$ cat src/rtl/rclk_pkg.sv
package rclk_pkg;

    // Sequencer states: HOLD clears the divider, RUN lets it count ticks.
    typedef enum logic {
        ST_HOLD = 1'b0,
        ST_RUN  = 1'b1
    } seq_state_t;

endpackage

$ cat src/rtl/rclk_decode.sv
module rclk_decode #(
    parameter int SEL_W = 4,
    parameter int EXP_W = $clog2(SEL_W + 1)
) (
    input  logic [SEL_W-1:0] code,
    output logic [EXP_W-1:0] exponent,
    output logic             invalid
);

    logic [EXP_W-1:0] ones;
    logic [SEL_W-1:0] thermo;

    // Count the set bits, then rebuild the thermometer pattern of that
    // length. The code is valid only if it equals the rebuilt pattern.
    always_comb begin
        ones = '0;
        for (int i = 0; i < SEL_W; i++) begin
            ones = ones + EXP_W'(code[i]);
        end
        for (int i = 0; i < SEL_W; i++) begin
            thermo[i] = (i < int'(ones));
        end
        invalid  = (thermo != code);
        exponent = invalid ? EXP_W'(SEL_W) : ones;
    end

endmodule

$ cat src/rtl/rclk_refmux.sv
module rclk_refmux (
    input  logic use_int,
    input  logic int_tick,
    input  logic ext_tick,
    output logic sel_tick
);

    // Both references are strobes in one clock domain, so a plain mux
    // cannot glitch a clock.
    assign sel_tick = use_int ? int_tick : ext_tick;

endmodule

$ cat src/rtl/rclk_seq.sv
module rclk_seq
    import rclk_pkg::*;
(
    input  logic clk,
    input  logic rst_n,
    input  logic cfg_changed,
    output logic cnt_clear,
    output logic cnt_run
);

    seq_state_t state_q, state_d;

    // Next-state logic.
    always_comb begin
        state_d = state_q;
        unique case (state_q)
            ST_HOLD: if (!cfg_changed) state_d = ST_RUN;
            ST_RUN:  if (cfg_changed)  state_d = ST_HOLD;
        endcase
    end

    // State register.
    always_ff @(posedge clk) begin
        if (!rst_n) state_q <= ST_HOLD;
        else        state_q <= state_d;
    end

    // Outputs.
    always_comb begin
        cnt_clear = 1'b0;
        cnt_run   = 1'b0;
        unique case (state_q)
            ST_HOLD: cnt_clear = 1'b1;
            ST_RUN: begin
                cnt_clear = cfg_changed;
                cnt_run   = !cfg_changed;
            end
        endcase
    end

endmodule

$ cat src/rtl/rclk_divider.sv
module rclk_divider #(
    parameter int CNT_W = 4,
    parameter int EXP_W = $clog2(CNT_W + 1)
) (
    input  logic             clk,
    input  logic             rst_n,
    input  logic             clear,
    input  logic             run,
    input  logic             tick,
    input  logic [EXP_W-1:0] exponent,
    output logic             rate_en,
    output logic             rate_clk
);

    logic [CNT_W-1:0] count_q;
    logic [CNT_W-1:0] wrap_val;
    logic             at_wrap;

    // The terminal count is 2^exponent - 1, built as a mask of low ones.
    always_comb begin
        for (int i = 0; i < CNT_W; i++) begin
            wrap_val[i] = (i < int'(exponent));
        end
        at_wrap = (count_q == wrap_val);
    end

    always_ff @(posedge clk) begin
        if (!rst_n) begin
            count_q <= '0;
            rate_en <= 1'b0;
        end else if (clear) begin
            count_q <= '0;
            rate_en <= 1'b0;
        end else if (run && tick) begin
            if (at_wrap) begin
                count_q <= '0;
                rate_en <= 1'b1;
            end else begin
                count_q <= count_q + 1'b1;
                rate_en <= 1'b0;
            end
        end else begin
            rate_en <= 1'b0;
        end
    end

    // The top bit of the active count range gives a 50% square wave.
    // At unity ratio the clock is held high.
    always_comb begin
        rate_clk = (exponent == '0);
        for (int i = 0; i < CNT_W; i++) begin
            if (int'(exponent) == i + 1) rate_clk = count_q[i];
        end
    end

endmodule

$ cat src/rtl/rclk_rate_gen.sv
module rclk_rate_gen #(
    parameter int SEL_W = 4
) (
    input  logic             clk,
    input  logic             rst_n,
    input  logic             use_int_ref,
    input  logic             int_ref_tick,
    input  logic             ext_ref_tick,
    input  logic [SEL_W-1:0] rate_code,
    output logic             rate_en,
    output logic             rate_clk,
    output logic             config_error
);

    localparam int EXP_W = $clog2(SEL_W + 1);

    logic [EXP_W-1:0] exponent;
    logic             code_bad;
    logic             sel_tick;
    logic             cfg_changed;
    logic             cnt_clear;
    logic             cnt_run;
    logic [SEL_W-1:0] prev_code_q;
    logic             prev_src_q;

    rclk_decode #(.SEL_W(SEL_W), .EXP_W(EXP_W)) u_decode (
        .code     (rate_code),
        .exponent (exponent),
        .invalid  (code_bad)
    );

    rclk_refmux u_refmux (
        .use_int  (use_int_ref),
        .int_tick (int_ref_tick),
        .ext_tick (ext_ref_tick),
        .sel_tick (sel_tick)
    );

    // Configuration tracking: remember the last sampled selection and
    // register the error flag.
    always_ff @(posedge clk) begin
        if (!rst_n) begin
            prev_code_q  <= '0;
            prev_src_q   <= 1'b0;
            config_error <= 1'b0;
        end else begin
            prev_code_q  <= rate_code;
            prev_src_q   <= use_int_ref;
            config_error <= code_bad;
        end
    end

    assign cfg_changed = (rate_code != prev_code_q) || (use_int_ref != prev_src_q);

    rclk_seq u_seq (
        .clk         (clk),
        .rst_n       (rst_n),
        .cfg_changed (cfg_changed),
        .cnt_clear   (cnt_clear),
        .cnt_run     (cnt_run)
    );

    rclk_divider #(.CNT_W(SEL_W), .EXP_W(EXP_W)) u_div (
        .clk      (clk),
        .rst_n    (rst_n),
        .clear    (cnt_clear),
        .run      (cnt_run),
        .tick     (sel_tick),
        .exponent (exponent),
        .rate_en  (rate_en),
        .rate_clk (rate_clk)
    );

endmodule

$ cat config.mk
export PLATFORM = sky130hd
export DESIGN_NAME = rclk_rate_gen
export DESIGN_NICKNAME = d
export VERILOG_FILES = /design/src/rtl/rclk_pkg.sv /design/src/rtl/rclk_decode.sv /design/src/rtl/rclk_refmux.sv /design/src/rtl/rclk_seq.sv /design/src/rtl/rclk_divider.sv /design/src/rtl/rclk_rate_gen.sv
export SDC_FILE = /design/constraint.sdc
export NUM_CORES = 1
export LEC_CHECK = 0
export ABC_CLOCK_PERIOD_IN_PS = 8400
export BUFFER_PORTS_ARGS = -buffer_cell sky130_fd_sc_hd__clkbuf_2
export CORE_MARGIN = 1
export CORE_UTILIZATION = 40
export DETAILED_ROUTE_END_ITERATION = 8
export GPL_TIMING_DRIVEN = 0
export SLEW_MARGIN = 15
export SYNTH_ARGS = -nofsm -noshare
export SYNTH_HDL_FRONTEND = slang
export SYNTH_HIERARCHICAL = 1
export SYNTH_SLANG_ARGS = --single-unit
$ cat constraint.sdc
create_clock -name clk -period 8.4 [get_ports clk]
set_input_delay 1.26 -clock clk [delete_from_list [all_inputs] [get_ports clk]]
set_output_delay 1.26 -clock clk [all_outputs]
set_load 0.01 [all_outputs]
# --- Yosys cells after proc, flatten, opt, wreduce, memory -nomap -nowiden ---
# Cells that the tools add are included.
word_totals:
  ff_bits: 12
  latchBits: 0
  ramBits: 0
  romBits: 0
  in_bits: 9
  output_inout_bits: 3
  word_cells: 46
  mem_count: 0
classes:
  n_addsub: 4
  mul: 0
  div_mod_pow: 0
  n_lt_le_gt_ge: 8
  eq_ne: 8
  shifts: 0
  n_mux: 11
  n_bitwise: 3
  reduce_logical: 6
op_table:
  columns: ["operator", "n"]
  rows:
  - ["$lt A1 B3 Y1 const A", 4]
  - ["$lt A2 B3 Y1 const A", 4]
  - ["$eq A3 B3 Y1 const B", 3]
  - ["$mux W1", 8]
  - ["$ne A4 B4 Y1", 2]
  - ["$add A3 B1 Y3", 2]
  - ["$add A4 B1 Y4 const B", 1]
  - ["$eq A4 B4 Y1", 1]
  - ["$mux W4", 1]
  - ["$eq A3 B2 Y1 const B", 1]
  - ["$logic_not A3 Y1", 1]
  - ["$mux W3", 1]
  - ["$not A1 Y1", 3]
  - ["$reduce_or A3 Y1", 1]
  - ["$add A1 B1 Y2", 1]
  - ["$pmux W1 S2", 1]
  - ["$reduce_or A2 Y1", 1]
  - ["$logic_and A1 B1 Y1", 1]
  - ["$logic_not A1 Y1", 1]
  - ["$logic_or A1 B1 Y1", 1]
  - ["$ne A1 B1 Y1", 1]

# --- Depth between registers and ports, before layout ---
# Gate-level depths: netlist (run 1).
depth:
  depth_word: 11
  mapped_depth: 13

# --- Hierarchy ---
# Netlist (run 1), hierarchy kept.
by_module_without_submodules:
  columns: ["mod", "n_inst", "cells_each", "area_each_um2", "seq_area_each_um2"]
  rows:
  - ["rclk_divider", 1, 38, 329.1, 100.1]
  - ["rclk_rate_gen", 1, 19, 211.5, 120.1]
  - ["rclk_decode", 1, 24, 181.4, 0.0]
  - ["rclk_seq", 1, 4, 38.8, 20.0]
  - ["rclk_refmux", 1, 1, 15.0, 0.0]

# --- Least setup slack after synthesis (run 1) ---
# OpenSTA, ideal clock, no wires.
synth_timing:
  kind: "input to output"
  startpoint: "input port rate_code[0]"
  endpoint: "output port rate_clk"
  arrival_time_ps: 3463
  slack_ps: 3677
  stages: 13
  path_buffers: 0
  cell_sequence: "inv_1 fa_1 inv_1 ha_1 inv_1 ha_1 nor2b_1 o21ai_0 and4_1 mux2i_1 nor2_1 nand2_1 o21ai_0"
synth_via:
  elab_chain_cells: 11
synth_rtl:
  columns: ["element", "line", "source"]
  rows:
  - ["start, declared", "rclk_rate_gen.sv:9", "input logic [SEL_W-1:0] rate_code,"]
  - ["$add A1 B1 Y2", "rclk_decode.sv:18", "ones = ones + EXP_W'(code[i]);"]
  - ["$add A3 B1 Y3 (2 in a row)", "rclk_decode.sv:18", null]
  - ["$lt A1 B3 Y1 or $lt A2 B3 Y1 (tied branches)", "rclk_decode.sv:21", "thermo[i] = (i < int'(ones));"]
  - ["$ne A4 B4 Y1", "rclk_decode.sv:23", "invalid = (thermo != code);"]
  - ["$mux W3 (*)", "rclk_decode.sv:24", "exponent = invalid ? EXP_W'(SEL_W) : ones;"]
  - ["via exponent[1]", "rclk_rate_gen.sv:17", "logic [EXP_W-1:0] exponent;"]
  - ["$eq A3 B2 Y1 or $logic_not A3 Y1 (tied branches)", "rclk_divider.sv:52, rclk_divider.sv:50", null]
  - ["$mux W1 (3 in a row)", "rclk_divider.sv:52", "if (int'(exponent) == i + 1) rate_clk = count_q[i];"]
  - ["$mux W1 (*)", "rclk_divider.sv:52", null]
  - ["end, declared", "rclk_rate_gen.sv:11", "output logic rate_clk,"]
# Mark *: on every way through the listed nets, which the timed path passes. The rest lies on a longest branch.

# --- Final worst setup path (run 1) ---
# Same ends and word-level chain as after synthesis.

==> results_dict.tcl, run 1 <==
set metrics [dict create \
    synth_warnings 6 \
    worstPathRequired_ns 7.14 \
    r2r_start "prev_code_q[0]" \
    cp-start-kind "primary input" \
    grt_max_degree 10 \
    cts_setup_buffers 0 \
    hold_viol_final 0 \
    viasPerCell 4.873 \
    grt_overflow 0 \
    gp_congestion 0.7208 \
    synth_top_area_cell "dfxtp_1" \
    hold_start "prev_code_q[3]" \
    chipHeight_microns 46.04 \
    cts_tree "done" \
    grt_first_pass_wirelength_microns 2346 \
    core_area_sq_um 1764 \
    track_usage_pct 16.17 \
    grt_antenna_before_repair 0 \
    synth_top_cells_by_area "dfxtp_1 31%, xnor2_1 6.8%, xor2_1 6.8%" \
    min_to "u_seq/state_q" \
    remaining_drc_errors 0 \
    pin_count 12 \
    clock-root-buffer "clkbuf_4" \
    ctsHoldBuffers 0 \
    rows 15 \
    ff2ff_path_depth 7 \
    end_kind "primary output" \
    worstPathMaxFanout 6 \
    routedWlPerCell_microns 10.67 \
    worstPathArrival_ns 3.92 \
    cts.sinks 12 \
    fin_nets 116 \
    diodes 0 \
    initial_core_util_pct 43.97 \
    slew_violations 0 \
    placedCellCount 122 \
    timing_worst_slew_pin_value_ns 0.4138 \
    hold_path_depth 3 \
    clk_latency_ns 0.27 \
    slew_headroom_pct 72.41 \
    cts-resized-gates 0 \
    area_growth_pct 15.81 \
    reg2reg_to "u_div/rate_en" \
    dr.pass1.iters 4 \
    ys_seq_elements 12 \
    period_needed_ns 5.182 \
    fmax_mhz 193.0 \
    setup_viol 0 \
    routed_wl_microns 1344 \
    mostFrequentLayoutCells "12 x dfxtp_1, 11 x clkbuf_2, 8 x inv_1" \
    clockBufferDepth 2 \
    final_common_cell "dfxtp_1" \
    power.density_nw_per_um2 145.8 \
    layout-drive-gt1-share_pct 19.80 \
    die_width_microns 46.04 \
    stdcell_count 126 \
    rsz0062_at_grt "no" \
    drt_iter0_drc 7 \
    synth_area_sq_um 775.7 \
    period_share_pct 61.69 \
    syn_inst 86 \
    ff2ff_setup_slack_ns 6.59 \
    hold_path.class "flop to flop" \
    first_global_vias 566 \
    vias 614 \
    fin_skew_ns 0.0003627 \
    ant_nets 0 \
    n_fill_cell 194 \
    setup_tns_ns 0 \
    critical_path_class "primary input to primary output" \
    port_buffers 11 \
    die_area_sq_um 2120 \
    syn-mean-instance-area_sq_um 9.020 \
    max_cap_viol_count 0 \
    yosysUniqueCellTypes 29 \
    status "finished clean" \
    synth_top_area_share_pct 30.97 \
    h-tree-depth 1 \
    seq_area_frac_synth_pct 30.97 \
    numCtsBuffers 3 \
    hpwl_microns 1079 \
    ir_drop_mv 0.06578 \
    synth_nets 100 \
    p_leak_nw 0.3736 \
    cts.clk_slew.worst_paths_ns 0.07 \
]
==> worst max-delay path, stage by stage <==
cell	delay (ns)
clkbuf_2	0.14
inv_1	0.09
fa_1	0.54
inv_1	0.04
ha_1	0.19
inv_1	0.06
ha_1	0.23
nor2b_1	0.15
o21ai_0	0.30
and4_1	0.39
mux2i_1	0.21
nor2_1	0.05
nand2_1	0.06
o21ai_0	0.07
clkbuf_2	0.13
==> layout make-up <==
type / count / area [sq um] / area share (%)
Buffer: 1 / 11.26 / 1.253
Clock buffer: 4 / 36.28 / 4.039
Inverter: 8 / 30.03 / 3.343
Multi-Input combinational cell: 65 / 494.2 / 55.01
Sequential cell: 12 / 240.2 / 26.74
Tap cell: 25 / 31.28 / 3.482
Timing Repair Buffer: 11 / 55.05 / 6.128
==> worst max-delay path by stage <==
stage                     depth (start not counted)  slack [ns]        to          from
after floorplan                                  13        3.68  rate_clk  rate_code[0]
after global placement                           15        3.29  rate_clk  rate_code[0]
after detailed placement                         15        3.20  rate_clk  rate_code[0]
after CTS                                        15        3.19  rate_clk  rate_code[0]
after global routing                             15        2.91  rate_clk  rate_code[0]
final                                            15        3.22  rate_clk  rate_code[0]
==> stage by stage <==
stage	power [mW]	utilization (%)	cell area [sq um]	hold WS, ns	worst slack (ns)
5_1_grt	0.1384	50.92	898.4	0.6162	2.914
6_report	0.1310	50.92	898.4	0.5866	3.218
4_1_cts	0.1321	50.92	898.4	0.5908	3.192
3_5_place_dp	0.08681	48.87	862.1	0.5799	3.197
2_1_floorplan	0.07893	-	775.7	0.5530	3.677
3_3_place_gp	0.08534	48.87	862.1	0.5716	3.285
==> cell usage after synthesis <==
| master | number |
|---|---|
| ha_1 | 4 |
| or2b_1 | 1 |
| nand2b_1 | 3 |
| fa_1 | 1 |
| and2_1 | 6 |
| xor2_1 | 6 |
| xnor2_1 | 6 |
| dfxtp_1 | 12 |
| a311oi_2 | 1 |
| o22ai_2 | 1 |
| mux2_4 | 1 |
| and3b_1 | 1 |
| nor2b_1 | 3 |
| inv_1 | 8 |
| nor3_1 | 6 |
| buf_6 | 1 |
| a21oi_1 | 3 |
| and4bb_1 | 1 |
| and4_1 | 1 |
| o31a_1 | 1 |
| nor2_1 | 2 |
| o21ai_0 | 2 |
| nand3_1 | 4 |
| nand4_1 | 1 |
| mux2i_1 | 2 |
| and3_1 | 1 |
| nand2_1 | 5 |
| nor4_2 | 1 |
| nand4b_1 | 1 |
==> registers in the layout, indices dropped and copies added, names as in the netlist <==
name / cells
u_div/count_q: 4
prev_src_q: 1
u_seq/state_q: 1
u_div/rate_en: 1
prev_code_q: 4
config_error: 1
==> cells by family (layout without fill, tap and decap cells) <==
kind of cell             after synthesis  after routing  share of synthesized area (%)
AO/OA/AOI/OAI                          8              8                          7.902
XOR/XNOR                              12             12                          13.55
adder cells (fa/ha/maj)                5              5                          9.033
buffers and inverters                  9             24                          5.323
flip-flops                            12             12                          30.97
multiplexers                           3              3                          4.516
AND/OR/NAND/NOR                       37             37                          28.71
==> power by group <==
part | leakage, nW | total (mW) | switching (mW) | internal [mW]
Sequential | 0.0984 | 0.0592 | 0.000598 | 0.0586
Clock | 0.0210 | 0.0459 | 0.0196 | 0.0264
Combinational | 0.254 | 0.0258 | 0.0138 | 0.0120
Total | 0.374 | 0.131 | 0.0340 | 0.0970
==> metal layers <==
| layer | part of all wire [%] | vias up | global-route usage [%] | wire, microns |
|---|---|---|---|---|
| met5 | 0 | - | 0 | 0 |
| met4 | 3.6 | 0 | 12.35 | 48 |
| met3 | 2.8 | 5 | 2.381 | 38 |
| met2 | 48 | 13 | 26.48 | 647 |
| met1 | 45 | 275 | 18.62 | 609 |
| li1 | - | 321 | - | - |
Power figures use the tool's default switching activity.
==> run 2, diff against run 1 <==
--- a/config.mk
+++ b/config.mk
@@ -5,7 +5,8 @@
 export SDC_FILE = /design/constraint.sdc
 export NUM_CORES = 1
 export LEC_CHECK = 0
-export ABC_CLOCK_PERIOD_IN_PS = 8400
+export ABC_AREA = 1
+export ABC_CLOCK_PERIOD_IN_PS = 4300
 export BUFFER_PORTS_ARGS = -buffer_cell sky130_fd_sc_hd__clkbuf_2
 export CORE_MARGIN = 1
 export CORE_UTILIZATION = 40
==> constraint.sdc (replaced) <==
create_clock -name clk -period 4.3 [get_ports clk]
set_input_delay 0.645 -clock clk [delete_from_list [all_inputs] [get_ports clk]]
set_output_delay 0.645 -clock clk [all_outputs]
set_load 0.01 [all_outputs]
==> run 2 against run 1 <==
Via count is 29% higher. Critical endpoint unchanged. Critical path type unchanged. Register-to-register slack worse by 3.8 ns. Count of clock-buffer cells in the layout stayed put. Sequential power is 96% higher. Power is 100% higher. Largest power group unchanged. Cell area is 11% higher.
==> results_dict.tcl, run 2 <==
set metrics [dict create \
    gp_congestion 0.7928 \
    synth_top_cells_by_area "dfxtp_1 28%, nand2_1 19%, inv_1 15%" \
    power.density_nw_per_um2 263.7 \
    synth_area_sq_um 868.3 \
    grt_antenna_before_repair 0 \
    status "finished clean" \
    routed_wl_microns 1477 \
    remaining_drc_errors 0 \
    synth_warnings 6 \
    cp_cell_sequence "clkbuf_2, inv_1, fa_1, inv_1, ha_1, inv_1, ha_1, nand2_1, nand2_1, nand2_1, nand2_1, nor3_1, nor2_2, o21ai_0, nand4_1, clkbuf_2" \
    syn_inst 143 \
    dr.pass1.iters 4 \
    cts-resized-gates 0 \
    grt_max_degree 9 \
    ys_seq_elements 12 \
    vias 794 \
    mostFrequentLayoutCells "45 x nand2_1, 35 x inv_1, 12 x nor2_1, 12 x dfxtp_1, 11 x clkbuf_2" \
    setup_viol 0 \
    numCtsBuffers 3 \
    clock-root-buffer "clkbuf_4" \
    die_width_microns 48.59 \
    port_buffers 11 \
    fin_util_pct 49.63 \
    rows 16 \
    setup_tns_ns 0 \
    worst-path-buf-inv 5 \
    worstPathRequired_ns 3.65 \
    yosysMostFrequentCell "nand2_1" \
    clk_latency_ns 0.27 \
    die_area_sq_um 2361 \
    cp-start-kind "primary input" \
    clockBufferDepth 2 \
    hold_path.class "flop to flop" \
    initial_core_util_pct 43.38 \
    hold_viol_final 0 \
    pin_count 12 \
    ys.flop_type "dfxtp_1" \
    drt_iter0_drc 14 \
    largestRegisters "prev_code_q: 4 flops, u_div/count_q: 4 flops" \
    hold_start "u_seq/state_q" \
    cts_tree "done" \
    ir_drop_mv 0.1971 \
    chipHeight_microns 48.59 \
    multi_input_area_sq_um 485.5 \
    h-tree-depth 1 \
    n_fill_cell 224 \
    slew_headroom_pct 59.25 \
    grt_overflow 0 \
    end_kind "primary output" \
    rsz0062_at_grt "no" \
    worstPathMaxFanout 6 \
    syn-mean-instance-area_sq_um 6.072 \
    ant_nets 0 \
    slew_violations 0 \
    period_needed_ns 3.833 \
    viasPerCell 4.292 \
    crit_slowest_cell "fa_1" \
    synth_top_area_share_pct 27.67 \
    seq_area_frac_synth_pct 27.67 \
    period_share_pct 89.14 \
    r2r_start "prev_code_q[0]" \
    hpwl_microns 1179 \
    synthArstFlopShare_pct 0 \
    synth_top_family_by_area "simple AND/OR/NAND/NOR gates" \
    cts.sinks 12 \
    fmax_mhz 260.9 \
    cp_common_cell "nand2_1" \
    core_area_sq_um 2002 \
    critical_path_class "primary input to primary output" \
    cts_setup_buffers 0 \
    timing_worst_slew_pin_value_ns 0.6066 \
    synth_nets 157 \
    diodes 0 \
    max_cap_viol_count 0 \
    ctsHoldBuffers 0 \
    fin_skew_ns 0.003788 \
    final_common_cell "nand2_1" \
    first_global_vias 631 \
    regArea_sq_um 240.2 \
    track_usage_pct 13.86 \
    synth_edf_count 0 \
    startpoint "rate_code[0]" \
    yosys.area_share.adder_pct 8.069 \
    ys_top_cells_by_count "45 x nand2_1, 35 x inv_1, 12 x dfxtp_1, 12 x nor2_1, 5 x nand2_2" \
    slowest_delay_ns 0.55 \
    synth_compound_area_share_pct 2.305 \
    worstPathArrival_ns 3.19 \
    synth_simple_gate_area_share_pct 41.50 \
    yosysUniqueCellTypes 17 \
    p_leak_nw 0.5826 \
    layout-drive-gt1-share_pct 18.35 \
    synth_top_area_cell "dfxtp_1" \
    area_growth_pct 14.41 \
    synthMuxAreaShare_pct 0 \
    fin_nets 173 \
    path_delay_family "simple AND/OR/NAND/NOR gates" \
    grt_first_pass_wirelength_microns 2518 \
    routedWlPerCell_microns 7.984 \
    synth-xor-area-share_pct 4.035 \
    cts.clk_slew.worst_paths_ns 0.08 \
]
-- run 2: cell types whose count changed after synthesis, sizes merged, moves of 3 or more --
| cell | delta |
|---|---|
| and2 | -6 |
| nand4 | +3 |
| xor2 | -3 |
| inv | +30 |
| nand2b | -3 |
| a21oi | -3 |
| nand2 | +45 |
| xnor2 | -5 |
| nor3 | -4 |
| nor2b | -3 |
| nor2 | +14 |
-- run 2: area by class of cell --
type / instances / area share [%]
multi-input cells: 93 / 48.87
flip-flops and latches: 12 / 24.18
inverters: 38 / 14.36
repair buffers: 11 / 5.542
clock buffers: 4 / 3.652
well taps: 27 / 3.401
-- run 2: final timing paths --
check,slack [ns],endpoint,cells past startpoint
max reg2reg,2.74,u_div/count_q[1],13
max,0.47,rate_clk,16
min reg2reg,0.58,u_div/rate_en,4
min,0.58,u_div/rate_en,4
-- run 2: metal layers --
layer / GRT usage, % / wire [microns] / up-vias / share of wire [%]
met3: 2.830 / 41 / 2 / 2.8
li1: - / - / 447 / -
met5: 0 / 0 / - / 0
met1: 17.57 / 805 / 332 / 55
met2: 22.77 / 622 / 13 / 42
met4: 5.882 / 7 / 0 / 0.47
-- run 2: power breakdown --
group          internal (mW)  switching, mW  leakage, nW
Sequential             0.115        0.00134       0.0984
Combinational         0.0215         0.0365        0.463
Clock                 0.0514         0.0366       0.0210
Total                  0.188         0.0744        0.583
-- run 2: logic make-up (layout without fill, tap and decap cells) --
kind of cell	Yosys count	in the layout
buf+inv	38	53
fa+ha+maj	5	5
xor+xnor	4	4
flops	12	12
simple gates	80	80
compound gates	4	4
-- run 2: through the flow --
stage / hold WS [ns] / total power [mW] / worst slack, ns / instance area, sq um / std cells
final: 0.5830 / 0.2619 / 0.4669 / 993.5 / 185
after global placement: 0.5706 / 0.1745 / 0.5380 / 957.2 / 181
after floorplan: 0.5348 / 0.1611 / 0.9314 / 868.3 / 143
after global routing: 0.6215 / 0.2827 / 0.2284 / 993.5 / 185
after CTS: 0.5891 / 0.2663 / 0.4548 / 993.5 / 185
after detailed placement: 0.5775 / 0.1766 / 0.4611 / 957.2 / 181
-- run 2: worst reg2reg max path: cells and delay by family, from the launching register on --
kind,cells,cell delay (ns)
buffers and inverters,2,0.14
and+or+nand+nor,11,1.00
DFF,1,0.33
==> run 3, diff against run 2 <==
==> constraint.sdc (replaced) <==
create_clock -name clk -period 4.3 [get_ports clk]
set_input_delay 0.86 -clock clk [delete_from_list [all_inputs] [get_ports clk]]
set_output_delay 0.86 -clock clk [all_outputs]
set_load 0.01 [all_outputs]
==> run 3 against run 2 <==
Global-route usage unchanged. Critical path depth unchanged. Power increased by 1.3%. Final cell count unchanged. Die area unchanged. Register-to-register slack about the same. Cell area increased by 1.8%. Sequential power about the same. Largest cell class unchanged. Wire length increased by 1.5%. Critical path type unchanged. Hold slack unchanged.
==> results_dict.tcl, run 3 (same netlist as run 2, synthesis figures left out) <==
set metrics [dict create \
    dr.pass1.iters 4 \
    end_kind "primary output" \
    grt_use_met1_pct 17.57 \
    dp_slack_ns 0.03112 \
    setup_viol 0 \
    mostFrequentLayoutCells "44 x nand2_1, 35 x inv_1, 12 x nor2_1, 12 x dfxtp_1, 11 x clkbuf_2" \
    p_switching_mw 0.07698 \
    gp_congestion 0.7928 \
    period_needed_ns 4.108 \
    viasPerCell 4.303 \
    clockBufferDepth 2 \
    power.total_mw 0.2652 \
    fin_nets 173 \
    grtUsageMet2_pct 22.77 \
    hold_viol_final 0 \
    cp-start-kind "primary input" \
    worstPathMaxFanout 6 \
    n_fill_cell 219 \
    die_area_sq_um 2361 \
    p_int_mw 0.1882 \
    rows 16 \
    fin_util_pct 50.50 \
    first_global_vias 631 \
    h-tree-depth 1 \
    clock-root-buffer "clkbuf_4" \
    worstPathRequired_ns 3.44 \
    finalInstanceArea_sq_um 1011 \
    cts_setup_buffers 0 \
    ant_nets 0 \
    clk_latency_ns 0.27 \
    grt_antenna_before_repair 0 \
    fmax_mhz 243.4 \
    status "finished clean" \
    vias 796 \
    largestRegisters "prev_code_q: 4 flops, u_div/count_q: 4 flops" \
    core_area_sq_um 2002 \
    ir_drop_mv 0.1993 \
    grt_max_degree 9 \
    power.density_nw_per_um2 262.3 \
    timing_worst_slew_pin_value_ns 0.4358 \
    fin_skew_ns 0.003788 \
    final_common_cell "nand2_1" \
    grt_use_met3_pct 2.830 \
    cts_tree "done" \
    comb_power_share_pct 23.1 \
    chipHeight_microns 48.59 \
    slew_violations 0 \
    ff2ff_setup_slack_ns 2.74 \
    slew_headroom_pct 70.79 \
    max_cap_viol_count 0 \
    routed_wl_microns 1499 \
    place_area_sq_um 957.2 \
    p_seq_share_pct 43.7 \
    multi_input_area_sq_um 503.0 \
    hold_path.class "flop to flop" \
    numCtsBuffers 3 \
    remaining_drc_errors 0 \
    regArea_sq_um 240.2 \
    die_width_microns 48.59 \
    track_usage_pct 13.86 \
    fin_ws_ns 0.1921 \
    critical_path_class "primary input to primary output" \
    hpwl_microns 1179 \
    pin_count 12 \
    period_share_pct 95.53 \
    worstPathArrival_ns 3.25 \
    p_leak_nw 0.5862 \
    routedWlPerCell_microns 8.103 \
    area_growth_pct 16.43 \
    grt_overflow 0 \
    drt_iter0_drc 11 \
    clkPwrFrac_pct 33.2 \
    holdWs_ns 0.5830 \
    port_buffers 11 \
    busiest_layer "met2" \
    cts.clk_slew.worst_paths_ns 0.08 \
    grt_first_pass_wirelength_microns 2518 \
    cts.sinks 12 \
    diodes 0 \
    layout-drive-gt1-share_pct 20.25 \
    swShare_pct 29.02 \
    initial_core_util_pct 43.38 \
]
-- run 3: cell counts in the layout (fill, tap and decap cells not counted) --
Identical to the previous run, type by type.
-- run 3: area by class of cell --
cell class	count	share of cell area (%)
repair buffers	11	5.446
multi-input cells	93	49.75
clock buffers	4	3.589
flip-flops and latches	12	23.76
well taps	27	3.342
inverters	38	14.11
-- run 3: layer usage --
layer / up-vias / share of wire, %
met1: 334 / 54
met3: 2 / 2.7
li1: 447 / -
met5: - / 0
met4: 0 / 0.47
met2: 13 / 43
-- run 3: worst paths after layout --
check | start | to | cells past startpoint
worst min register to register | u_seq/state_q | u_div/rate_en | 4
worst max-delay path | rate_code[0] | rate_clk | 16
worst min-delay path | u_seq/state_q | u_div/rate_en | 4
worst max register to register | prev_code_q[0] | u_div/count_q[1] | 13
-- run 3: stage by stage --
step	instances	setup TNS [ns]
floorplan	143	0
global placement	181	0
detailed placement	181	0
CTS	185	0
global route	185	-0.01314
finish	185	0
-- run 3: power by group through the flow --
stage	Clock [mW]	Sequential (mW)	Combinational, mW
CTS	0.0920	0.116	0.0583
global placement	0	0.119	0.0559
finish	0.0880	0.116	0.0613
detailed placement	0	0.119	0.0581
global route	0.0992	0.116	0.0705
floorplan	0	0.119	0.0422
-- run 3: timing repair --
action / in CTS / in global routing
resized for setup: 0 / 4
hold buffers: 0 / 0
setup endpoints to repair: 0 / 1
-- run 3: critical path, cell delays in order --
cell,delay [ns]
clkbuf_2,0.12
inv_1,0.08
fa_1,0.54
inv_1,0.04
ha_1,0.19
inv_1,0.06
ha_1,0.24
nand2_1,0.09
nand2_1,0.05
nand2_1,0.05
nand2_1,0.11
nor3_2,0.41
nor2_4,0.07
o21ai_0,0.09
nand4_1,0.11
clkbuf_2,0.13
